File: config.mk
export PLATFORM = sky130hd
export DESIGN_NAME = pla_array
export DESIGN_NICKNAME = d
export VERILOG_FILES = /design/src/rtl/pla_pkg.sv /design/src/rtl/pla_cfg_chain.sv /design/src/rtl/pla_and_plane.sv /design/src/rtl/pla_or_plane.sv /design/src/rtl/pla_array.sv
export SDC_FILE = /design/constraint.sdc
export NUM_CORES = 1
export LEC_CHECK = 0
export CORE_MARGIN = 5
export CORE_UTILIZATION = 25
export DETAILED_ROUTE_END_ITERATION = 8
export SYNTH_ARGS = -nofsm -noshare
export SYNTH_HDL_FRONTEND = slang
export SYNTH_HIERARCHICAL = 1
export SYNTH_SLANG_ARGS = --single-unit
File: constraint.sdc
create_clock -name clk -period 2.8 [get_ports clk]
set_input_delay 0.56 -clock clk [delete_from_list [all_inputs] [get_ports clk]]
set_output_delay 0.56 -clock clk [all_outputs]
set_load 0.01 [all_outputs]
File: src/rtl/pla_pkg.sv
package pla_pkg;

  typedef enum logic { LIT_TRUE = 1'b0, LIT_COMP = 1'b1 } lit_form_e;

  function automatic int lits_per_term(input int n_in);
    return 2 * n_in;
  endfunction

  function automatic int lit_index(input int in_idx, input lit_form_e form);
    return 2 * in_idx + ((form == LIT_COMP) ? 1 : 0);
  endfunction

  function automatic int cfg_width(input int n_in, input int n_out, input int n_term);
    return n_term * lits_per_term(n_in) + n_out * n_term + n_out;
  endfunction

endpackage

File: src/rtl/pla_cfg_chain.sv
module pla_cfg_chain #(
  parameter int W = 34
) (
  input  logic         clk,
  input  logic         rst_n,
  input  logic         shift_en,
  input  logic         din,
  output logic [W-1:0] word
);

  logic [W-1:0] chain_q;

  always_ff @(posedge clk or negedge rst_n) begin
    if (!rst_n) begin
      chain_q <= '0;
    end else if (shift_en) begin
      chain_q <= {chain_q[W-2:0], din};
    end
  end

  assign word = chain_q;

endmodule

File: src/rtl/pla_and_plane.sv
module pla_and_plane
  import pla_pkg::*;
#(
  parameter int N_IN   = 3,
  parameter int N_TERM = 4,
  localparam int LPT   = 2 * N_IN,
  localparam int AND_W = N_TERM * LPT
) (
  input  logic [AND_W-1:0]  and_cfg,
  input  logic [N_IN-1:0]   in_vec,
  output logic [N_TERM-1:0] term_vec
);

  logic [LPT-1:0] lit_val;

  for (genvar gi = 0; gi < N_IN; gi++) begin : g_lit
    assign lit_val[lit_index(gi, LIT_TRUE)] = in_vec[gi];
    assign lit_val[lit_index(gi, LIT_COMP)] = ~in_vec[gi];
  end

  for (genvar gt = 0; gt < N_TERM; gt++) begin : g_term
    logic [LPT-1:0] conn;
    logic           any_conn;
    logic           all_true;
    assign conn         = and_cfg[gt*LPT +: LPT];
    assign any_conn     = |conn;
    assign all_true     = &(~conn | lit_val);
    assign term_vec[gt] = any_conn & all_true;
  end

endmodule

File: src/rtl/pla_or_plane.sv
module pla_or_plane #(
  parameter int N_TERM = 4,
  parameter int N_OUT  = 2,
  localparam int OR_W  = N_OUT * N_TERM
) (
  input  logic [OR_W-1:0]   or_cfg,
  input  logic [N_OUT-1:0]  pol_cfg,
  input  logic [N_TERM-1:0] term_vec,
  output logic [N_OUT-1:0]  sum_vec,
  output logic [N_OUT-1:0]  out_vec
);

  for (genvar go = 0; go < N_OUT; go++) begin : g_out
    logic [N_TERM-1:0] sel;
    assign sel         = or_cfg[go*N_TERM +: N_TERM];
    assign sum_vec[go] = |(sel & term_vec);
    assign out_vec[go] = sum_vec[go] ^ pol_cfg[go];
  end

endmodule

File: src/rtl/pla_array.sv
module pla_array
  import pla_pkg::*;
#(
  parameter int N_IN   = 3,
  parameter int N_OUT  = 2,
  parameter int N_TERM = 4,
  localparam int AND_W = N_TERM * lits_per_term(N_IN),
  localparam int OR_W  = N_OUT * N_TERM,
  localparam int CFG_W = cfg_width(N_IN, N_OUT, N_TERM)
) (
  input  logic             clk,
  input  logic             rst_n,
  input  logic             cfg_shift,
  input  logic             cfg_din,
  input  logic [N_IN-1:0]  in_vec,
  output logic [N_OUT-1:0] out_vec
);

  logic [CFG_W-1:0]  cfg_word;
  logic [AND_W-1:0]  and_cfg;
  logic [OR_W-1:0]   or_cfg;
  logic [N_OUT-1:0]  pol_cfg;
  logic [N_TERM-1:0] term_vec;
  logic [N_OUT-1:0]  sum_vec;

  pla_cfg_chain #(.W(CFG_W)) u_chain (
    .clk      (clk),
    .rst_n    (rst_n),
    .shift_en (cfg_shift),
    .din      (cfg_din),
    .word     (cfg_word)
  );

  assign pol_cfg = cfg_word[N_OUT-1:0];
  assign or_cfg  = cfg_word[N_OUT +: OR_W];
  assign and_cfg = cfg_word[N_OUT+OR_W +: AND_W];

  pla_and_plane #(.N_IN(N_IN), .N_TERM(N_TERM)) u_and (
    .and_cfg  (and_cfg),
    .in_vec   (in_vec),
    .term_vec (term_vec)
  );

  pla_or_plane #(.N_TERM(N_TERM), .N_OUT(N_OUT)) u_or (
    .or_cfg   (or_cfg),
    .pol_cfg  (pol_cfg),
    .term_vec (term_vec),
    .sum_vec  (sum_vec),
    .out_vec  (out_vec)
  );

endmodule

# Yosys cells after proc, flatten, opt, wreduce, memory -nomap -nowiden

Cells that the tools add are included.
Widths: inputs -> output; s select.

Output and inout bits: 2
Logic and storage cells: 30
Bits in registers: 34
Bits of input ports: 7

Bitwise gates (word level): 19
Reductions and logical operators: 10

Operator list:

| cell             | number |
|---|---|
| $not 6->6        | 4 |
| $or 6x6->6       | 4 |
| $reduce_and 6->1 | 4 |
| $reduce_or 6->1  | 4 |
| $and 4x4->4      | 2 |
| $reduce_or 4->1  | 2 |
| $and 1x1->1      | 4 |
| $not 1->1        | 3 |
| $xor 1x1->1      | 2 |

# Longest topological paths before layout

Depth after elaboration: 7
Gate-level depth with buffers: 7
Depth with buffers taken out: 6

# Modules after synthesis

Netlist, hierarchy kept.

By module, submodules not included:

| module        | area an instance (um2) | times used | cells an instance |
|---|---|---|---|
| pla_cfg_chain | 1417.6                 | 1          | 72 |
| pla_and_plane | 237.7                  | 1          | 36 |
| pla_or_plane  | 67.6                   | 1          | 8 |

# Least setup slack after synthesis

OpenSTA, ideal clock, no wires.

Kind: register -> output
Start point: reg u_chain.chain_q[10], in the netlist u_chain/word[10]
End point: out out_vec[0]
Stages on the path, launching flop included: 7
Path buffers: 0
Path slack: 617 ps
Data arrival time: 1623 ps
Cell sequence: dfrtp_1 -> or4_4 -> o21ai_0 -> a21oi_1 -> a22oi_2 -> nand2_2 -> xor2_1

Longest elaborated chain between the ends: 7
Elaborated cells on any way between the ends: 8

Ends and longest elaborated chain:

| element                | line                | RTL |
|---|---|---|
| from (decl)            | pla_cfg_chain.sv:11 | `logic [W-1:0] chain_q;` |
| from (signal assigned) | pla_cfg_chain.sv:17 | `chain_q <= {chain_q[W-2:0], din};` |
| $not 6->6              | pla_and_plane.sv:27 | `assign all_true = &(~conn \| lit_val);` |
| $or 6x6->6             | pla_and_plane.sv:27 |  |
| $reduce_and 6->1       | pla_and_plane.sv:27 |  |
| $and 1x1->1 *          | pla_and_plane.sv:28 | `assign term_vec[gt] = any_conn & all_true;` |
| via term_vec[0]        | pla_array.sv:23     | `logic [N_TERM-1:0] term_vec;` |
| $and 4x4->4 *          | pla_or_plane.sv:16  | `assign sum_vec[go] = \|(sel & term_vec);` |
| $reduce_or 4->1 *      | pla_or_plane.sv:16  |  |
| via sum_vec[0]         | pla_array.sv:24     | `logic [N_OUT-1:0] sum_vec;` |
| $xor 1x1->1 *          | pla_or_plane.sv:17  | `assign out_vec[go] = sum_vec[go] ^ pol_cfg[go];` |
| to (decl)              | pla_array.sv:16     | `output logic [N_OUT-1:0] out_vec` |

Mark *: on every way through the listed nets, which the timed path passes. The rest lies on a longest branch.

# Final worst setup path

Start point: reg u_chain.chain_q[10], in the netlist u_chain/word[10]
End point: out out_vec[1]

The elaborated chain is that of the path after synthesis.

==> qor.yml <==
critical_path:
  crit_required_ns: 2.24
  path_max_fanout: 2
  critPathKind: "reg -> out"
  critPathLaunchType: "flop"
  r2r_setup_slack_ns: 1.89
  startpoint: "u_chain/word[10]"
  endpoint_kind: "output port"
  cp_data_arrival_time_ns: 2.13
  r2r-start: "u_chain/word[28]"
clock_network:
  clk_path_buf_depth: 2
  numCtsBuffers: 5
  htree_levels: 2
  cts-hold-fix-buffers: 0
  cts.clk_slew.worst_paths_ns: 0.06
  cts_tree: "built"
  cts_root_buffer: "clkbuf_8"
  clock-sinks: 34
  clock_latency_ns: 0.29
  postCtsSetupBuffers: 0
synth:
  post-synth-top-area-cell: "dfrtp_1"
  syn_inst: 116
  synth.ff_latch_count: 34
  synth_most_common_cell: "dfrtp_1"
  synth_edf_count: 0
  syn_area_per_cell_sq_um: 14.85
  synthArstFlopShare: 1.000
  synth_area_sq_mm: 0.001723
  synth_common_cells: "dfrtp_1, mux2_4, mux2i_1"
  synthDistinctLibCells: 19
  ys_seq_area_frac: 0.4938
  synthTopCellsByArea: "dfrtp_1, mux2_4, mux2i_1, buf_12, mux2_2"
  synth_top_area_share: 0.4938
  yosys_warnings: 6
  yosys_most_used_dff: "dfrtp_1"
  syn_nets: 123
power:
  vdd_drop_max_mv: 0.2400
  power.density_mw_per_mm2: 987.7
  p_leak_nw: 0.9999
global_route:
  busiest_layer: "met2"
  grt_max_degree: 35
  grt_util_met2: 0.1104
  antenna_found_initial: 0
  grtUsageMet1: 0.09965
  grt_pass1_wl_mm: 5.112
  first_global_vias: 1028
  grtUsageTotal: 0.07732
  use_met3: 0.03138
  overflow: 0
routing:
  wire_per_inst_um: 13.92
  drc: 0
  drt_first_iter_violations: 38
  vias: 990
  viasPerCell: 4.439
  routed_wl_mm: 3.105
  drtPass1Iterations: 4
  antenna_left: 0
final_layout:
  regArea_sq_um: 850.8
  antenna_cells: 0
  largest_reg_flops: 34
  fin_nets: 149
  drive_above_1_share: 0.5035
  fin_util: 0.3035
  fill_cells: 688
  multi_input_area_sq_um: 812.0
  area_growth_pct: 19.03
  stdcell_area_sq_mm: 0.002051
place:
  place_area_sq_mm: 0.001947
  place.gp.congestion: 0.7248
  port_buffers: 8
  dpl.hpwl_mm: 1.961
timing:
  hold_viol: 0
  finalCritPeriodShare: 0.9612
  fmax_mhz: 371.6
  fin_crit_ns: 2.691
  fin_skew_ns: 0.009914
  worst_slew_pin_slew_ns: 0.4251
  finalSetupViolCount: 0
  maxSlewViolCount: 0
  max_slew_margin: 0.7166
floorplan:
  dieHeight_um: 93.02
  rows: 30
  die_width_um: 93.02
  start_util: 0.2550
  io_pins: 9
  dieArea_sq_mm: 0.008652
  coreArea_sq_mm: 0.006756
job:
  drv_cap: 0
worst_hold_path:
  hold_class: "reg -> reg"
  hold_start: "u_chain/word[33]"
status:
  status: "completed"
==> final timing paths <==
check,cells past startpoint,end
max in group asynchronous,2,u_chain/word[0]
hold / removal,1,u_chain/word[33]
setup reg to reg,2,u_chain/word[28]
hold reg to reg,1,u_chain/word[33]
setup / recovery,8,out_vec[1]
min in group asynchronous,2,u_chain/word[23]
==> logic make-up (layout without fill, tap and decap cells) <==
| family | Yosys count | count (layout) | synth area share |
|---|---|---|---|
| AO/OA/AOI/OAI | 14 | 14 | 0.05228 |
| XOR/XNOR | 2 | 2 | 0.01017 |
| buffers and inverters | 6 | 33 | 0.04575 |
| flip-flops | 34 | 34 | 0.4938 |
| multiplexers | 43 | 43 | 0.3399 |
| AND/OR/NAND/NOR | 17 | 17 | 0.05809 |
==> critical path, stage by stage, from the launching register on <==
cell and delay [ns]:
dfrtp_1 0.38, or4_4 0.55, o21ai_1 0.17, a21oi_2 0.07
buf_4 0.14, a22oi_1 0.16, nand2_1 0.08, xor2_1 0.14
buf_2 0.15
==> metal layers <==
| layer | up-vias | wire length (um) |
|---|---|---|
| met5 | - | 0 |
| met4 | 0 | 61 |
| met3 | 8 | 146 |
| met2 | 15 | 1418 |
| met1 | 499 | 1479 |
| li1 | 468 | - |
==> through the flow <==
stage | setup WS [ns] | total power, mW | instances | hold WS, ns | TNS [ns]
after global routing | -0.02211 | 2.163 | 223 | 0.5588 | -0.02211
after CTS | 0.05060 | 2.015 | 223 | 0.5378 | 0
after floorplan | 0.6169 | 1.347 | 116 | 0.2644 | 0
after global placement | -0.5110 | 1.654 | 215 | 0.5120 | -0.9464
final | 0.1087 | 2.026 | 223 | 0.5370 | 0
after detailed placement | -0.4847 | 1.654 | 215 | 0.5228 | -0.9327
==> timing repair <==
action / 4_1_cts / 5_1_grt
pin swaps: 0 / 1
setup endpoints to repair: 2 / 2
resized for setup: 11 / 10
==> area by class of cell <==
type,count,share of cell area
flip-flops and latches,34,0.4149
multi-input cells,76,0.3960
repair buffers,25,0.09579
well taps,80,0.04881
clock buffers,7,0.04210
clock inverters,1,0.002441
==> cells in the final DEF (no fill, tap or decap), types with 4 or more instances in the layout <==
cell type and instances:
dfrtp_1 34, mux2_4 30, buf_4 16, mux2i_1 9
clkbuf_8 6, nor2_1 4, a21oi_2 4, nand2_1 4
mux2_2 4
==> where the power goes <==
part           internal (mW)  switching (mW)
clock                  0.198           0.173
sequential             0.673           0.160
combinational          0.514           0.307
total                   1.39           0.640
Power figures use the tool's default switching activity.
